### src/rtl/scl_tap_divider.sv
module scl_tap_divider #(
  parameter int DIV_W = 6,
  parameter int CNT_W = 12
) (
  input  logic             clk,
  input  logic             rst_n,
  input  logic             en,
  input  logic             div_we,
  input  logic [DIV_W-1:0] div_wdata,
  output logic             scl_req,
  output logic             tick,
  output logic [1:0]       phase
);

  function automatic logic [4:0] tap_of(input logic [2:0] i);
    case (i)
      3'd0: tap_of = 5'd9;
      3'd1: tap_of = 5'd10;
      3'd2: tap_of = 5'd12;
      3'd3: tap_of = 5'd15;
      3'd4: tap_of = 5'd5;
      3'd5: tap_of = 5'd6;
      3'd6: tap_of = 5'd7;
      default: tap_of = 5'd8;
    endcase
  endfunction

  function automatic logic [7:0] first_of(input logic [2:0] s);
    case (s)
      3'd0, 3'd1: first_of = 8'd4;
      3'd2, 3'd3: first_of = 8'd6;
      3'd4: first_of = 8'd14;
      3'd5: first_of = 8'd30;
      3'd6: first_of = 8'd62;
      default: first_of = 8'd126;
    endcase
  endfunction

  logic [DIV_W-1:0] div_act, div_pend;
  logic             pend_v;
  logic [CNT_W-1:0] cnt, half, qtr, per_last, tap_m1, step;
  logic [2:0]       tap_i, scl_i;
  logic             wrap;

  assign tap_i    = {div_act[5], div_act[1:0]};
  assign scl_i    = div_act[4:2];
  assign tap_m1   = CNT_W'(tap_of(tap_i)) - CNT_W'(1);
  assign step     = CNT_W'(1) << scl_i;
  assign half     = CNT_W'(first_of(scl_i)) + tap_m1 * step + CNT_W'(2);
  assign qtr      = half >> 1;
  assign per_last = (half << 1) - CNT_W'(1);
  assign wrap     = en && (cnt == per_last);

  assign scl_req = !en || (cnt >= half);
  assign tick    = en && (cnt == '0 || cnt == qtr || cnt == half || cnt == half + qtr);
  assign phase   = !en ? 2'd0 :
                   (cnt < qtr)         ? 2'd0 :
                   (cnt < half)        ? 2'd1 :
                   (cnt < half + qtr)  ? 2'd2 : 2'd3;

  always_ff @(posedge clk or negedge rst_n) begin
    if (!rst_n)    cnt <= '0;
    else if (!en)  cnt <= '0;
    else if (wrap) cnt <= '0;
    else           cnt <= cnt + CNT_W'(1);
  end

  always_ff @(posedge clk or negedge rst_n) begin
    if (!rst_n) begin
      div_act  <= '0;
      div_pend <= '0;
      pend_v   <= 1'b0;
    end else if (!en) begin
      if (div_we)      div_act <= div_wdata;
      else if (pend_v) div_act <= div_pend;
      pend_v <= 1'b0;
    end else if (wrap) begin
      if (div_we)      div_act <= div_wdata;
      else if (pend_v) div_act <= div_pend;
      pend_v <= 1'b0;
    end else if (div_we) begin
      div_pend <= div_wdata;
      pend_v   <= 1'b1;
    end
  end

  a_r3_cnt_bound: assert property (@(posedge clk) disable iff (!rst_n)
    en |-> cnt <= per_last);

  a_r5_hold_mid_period: assert property (@(posedge clk) disable iff (!rst_n)
    (en && !wrap) |=> $stable(div_act));

  a_r4_start_low: assert property (@(posedge clk) disable iff (!rst_n)
    $rose(en) |-> (cnt == '0 && !scl_req && tick));

  a_r2_scl_edges: assert property (@(posedge clk) disable iff (!rst_n)
    (en && $past(en) && scl_req != $past(scl_req)) |-> (cnt == '0 || cnt == half));

  a_r6_idle_write: assert property (@(posedge clk) disable iff (!rst_n)
    (!en && div_we) |=> div_act == $past(div_wdata));

endmodule

### config.mk
export PLATFORM = sky130hd
export DESIGN_NAME = scl_tap_divider
export DESIGN_NICKNAME = d
export VERILOG_FILES = /design/src/rtl/scl_tap_divider.sv
export SDC_FILE = /design/constraint.sdc
export NUM_CORES = 1
export LEC_CHECK = 0
export ABC_AREA = 1
export BUFFER_PORTS_ARGS = -buffer_cell sky130_fd_sc_hd__clkbuf_2
export CORE_ASPECT_RATIO = 1.1
export CORE_MARGIN = 2
export CORE_UTILIZATION = 40
export CTS_BUF_LIST = sky130_fd_sc_hd__clkbuf_8
export DETAILED_ROUTE_END_ITERATION = 10
export GPL_TIMING_DRIVEN = 0
export PLACE_DENSITY = 0.6
export SLEW_MARGIN = 0
export SYNTH_ARGS = -nofsm -noshare
export SYNTH_HDL_FRONTEND = slang
export SYNTH_SLANG_ARGS = --single-unit
export TNS_END_PERCENT = 30
### constraint.sdc
create_clock -name clk -period 9.8 [get_ports clk]
set_clock_uncertainty 0.2 [all_clocks]
set_input_delay 1.47 -clock clk [delete_from_list [all_inputs] [get_ports clk]]
set_output_delay 1.47 -clock clk [all_outputs]
set_load 0.005 [all_outputs]
==> impl_metrics.yaml <==
status:
  outcome: "finished clean"
clock_network:
  htree_levels: 1
  cts_buffer_depth: 2
  clock_sinks: 25
  cts_buffers: 3
  tritoncts: "built"
  cts.clk_slew.worst_paths_ns: 0.09
  ctsHoldBuffers: 0
  clock_latency_ns: 0.27
  cts_root_buf: "clkbuf_8"
timing:
  min_period_ns: 9.25
  slew_viol_final: 0
  setup_viol: 0
  hold_viol: 0
  fin_crit_sh_pct: 94.4
  setup_slack_ns: 0.549
  tightest_slew_ns: 0.616
  max_freq_mhz: 108
  relSlewSlack_pct: 58.9
critical_path:
  slowest_delay_ns: 0.53
  required_ns: 8.13
  worst-setup-path-type: "reg2out"
  cp.arrival_ns: 7.58
  worstSetupEndpointType: "output pin"
  cp_slowest_cell: "fa_1"
  crit_fanout: 10
  critPathMostFrequentCell: "nand2_1"
  cp-start-kind: "register"
place:
  dp.cells: 851
  dp_hpwl_um: 9500
  numPortBuffers: 13
  gp_congestion: 0.866
  dp_slack_ns: 0.311
logic_synthesis:
  yosys-top-cells-area: "ha_1, nand2_1, dfrtp_1, fa_1, inv_1"
  yosysWarningCount: 0
  ys.flop_type: "dfrtp_1"
  synthArstFlopShare_pct: 100
  yosysTopAreaCellShare_pct: 22.2
  netlist_area_sq_mm: 0.00468
  yosysSeqAreaShare_pct: 13.4
  synth.largest_area_cell: "ha_1"
  synth_area_per_cell_sq_um: 6.86
  syn-instance-count: 682
  synth.most_common_cell: "nand2_1"
  yosys.cell_types.count: 34
  synth-seq-cells: 25
  ys_top_cells_by_count: "nand2_1, inv_1, ha_1"
  synth_edf_count: 0
drt:
  wl_met2_um: 5410
  drt_iter0_drc: 170
  remaining_drc_errors: 0
  m1WireLength_um: 5100
  wl_um: 11000
  wl_met3_um: 233
  wl_per_cell_um: 12.8
  ant_nets: 0
  viasPerCell: 4.93
  top_layer_used: "met4"
  vias: 4221
  drt_pass1_iterations: 4
flow_run:
  maxCapViolations: 0
finish:
  utilization_pct: 44.2
  nets: 826
  drive_above_1_share_pct: 6.65
  instances_no_fill: 857
  insertedDiodeCount: 0
  syn_to_final_growth_pct: 8.05
die:
  num_rows: 41
  core-area_sq_mm: 0.0114
  ioPinCount: 14
  die_area_sq_mm: 0.0126
  initial_core_util_pct: 40.9
  fp.dieH_um: 117
  die_w_um: 107
global_route:
  grt_pass1_wl_um: 19000
  grt_start_max_net_pins: 26
  antenna_found_initial: 0
  overflow: 0
  grt_use_total_pct: 18.1
  grt_pass1_vias: 4180
hold_path:
  min_path_type: "reg2reg"
[flip-flops by register name, summed over array words and instances (netlist names)]
signal	flops
div_act	6
cnt	12
pend_v	1
div_pend	6
[what timing repair did]
action | CTS | global route
setup buffers | 0 | 2
pin swaps | 0 | 1
cloned | 0 | 0
endpoints found under the setup margin | 1 | 2
resized for setup | 1 | 9
[layout make-up]
cell class	instances	area, sq um
fill	1198	6390
multi-input combinational	531	3600
sequential	25	626
inverter	127	479
tap	150	188
timing repair buffer	15	80.1
clock buffer	3	41.3
buffer	5	30.0
clock inverter	1	7.51
[cells by family (layout without fill, tap and decap cells)]
family,count (synthesis),count (layout),share of synthesized area [%]
other,2,8,0.161
AOI/OAI and AO/OA,57,57,6.80
and+or+nand+nor,331,331,30.9
adders and majority gates,108,108,32.9
DFF,25,25,13.4
xor gates and xnor gates,27,27,5.06
buffers and inverters,132,151,10.8
[worst max-delay path, delay by kind of cell (launching register included)]
kind,cells,cell delay (ns)
fa+ha+maj,8,3.35
simple gates,15,1.67
compound gates,7,1.01
buf+inv,8,0.82
flops,1,0.37
xor+xnor,1,0.10
[cells in the final DEF (no fill, tap or decap), types with 8 or more instances in the layout]
cell,Yosys,routed
ha_1,83,83
nor2_1,70,70
nand3_1,50,50
conb_1,2,8
nand4_1,14,14
nand2_1,168,168
xor2_1,20,20
clkbuf_2,0,13
inv_1,120,120
a21oi_1,35,34
fa_1,25,25
dfrtp_1,25,25
nor3_1,12,12
[metal layers]
metal,up-vias,GRT usage [%]
li1,2217,-
met1,1944,24.1
met2,44,31.6
met3,16,1.67
met4,0,3.81
met5,-,0
[final timing paths]
| path | startpoint | endpoint | cells past startpoint | slack (ns) |
|---|---|---|---|---|
| min in group asynchronous | rst_n | div_act[1]$_DFFE_PN0P_ | 1 | 0.99 |
| worst min-delay path | cnt[0]$_DFF_PN0_ | cnt[0]$_DFF_PN0_ | 1 | 0.28 |
| worst max register to register | div_act[5]$_DFFE_PN0P_ | div_act[4]$_DFFE_PN0P_ | 36 | 2.95 |
| worst min register to register | cnt[0]$_DFF_PN0_ | cnt[0]$_DFF_PN0_ | 1 | 0.28 |
| max in group asynchronous | rst_n | cnt[4]$_DFF_PN0_ | 1 | 8.00 |
| worst max-delay path | div_act[5]$_DFFE_PN0P_ | tick | 39 | 0.55 |
[metrics by stage]
| step | instance area, sq um | hold WS, ns | setup TNS [ns] |
|---|---|---|---|
| 3_5_place_dp | 4950 | 0.261 | 0 |
| 2_1_floorplan | 4700 | 0.242 | 0 |
| 5_1_grt | 5050 | 0.293 | -0.0728 |
| 3_3_place_gp | 4950 | 0.258 | 0 |
| 4_1_cts | 5010 | 0.283 | 0 |
| 6_report | 5050 | 0.282 | 0 |
Power is not shown: default switching activity piles up to over one toggle a cycle in this logic, so the estimate is an artifact.
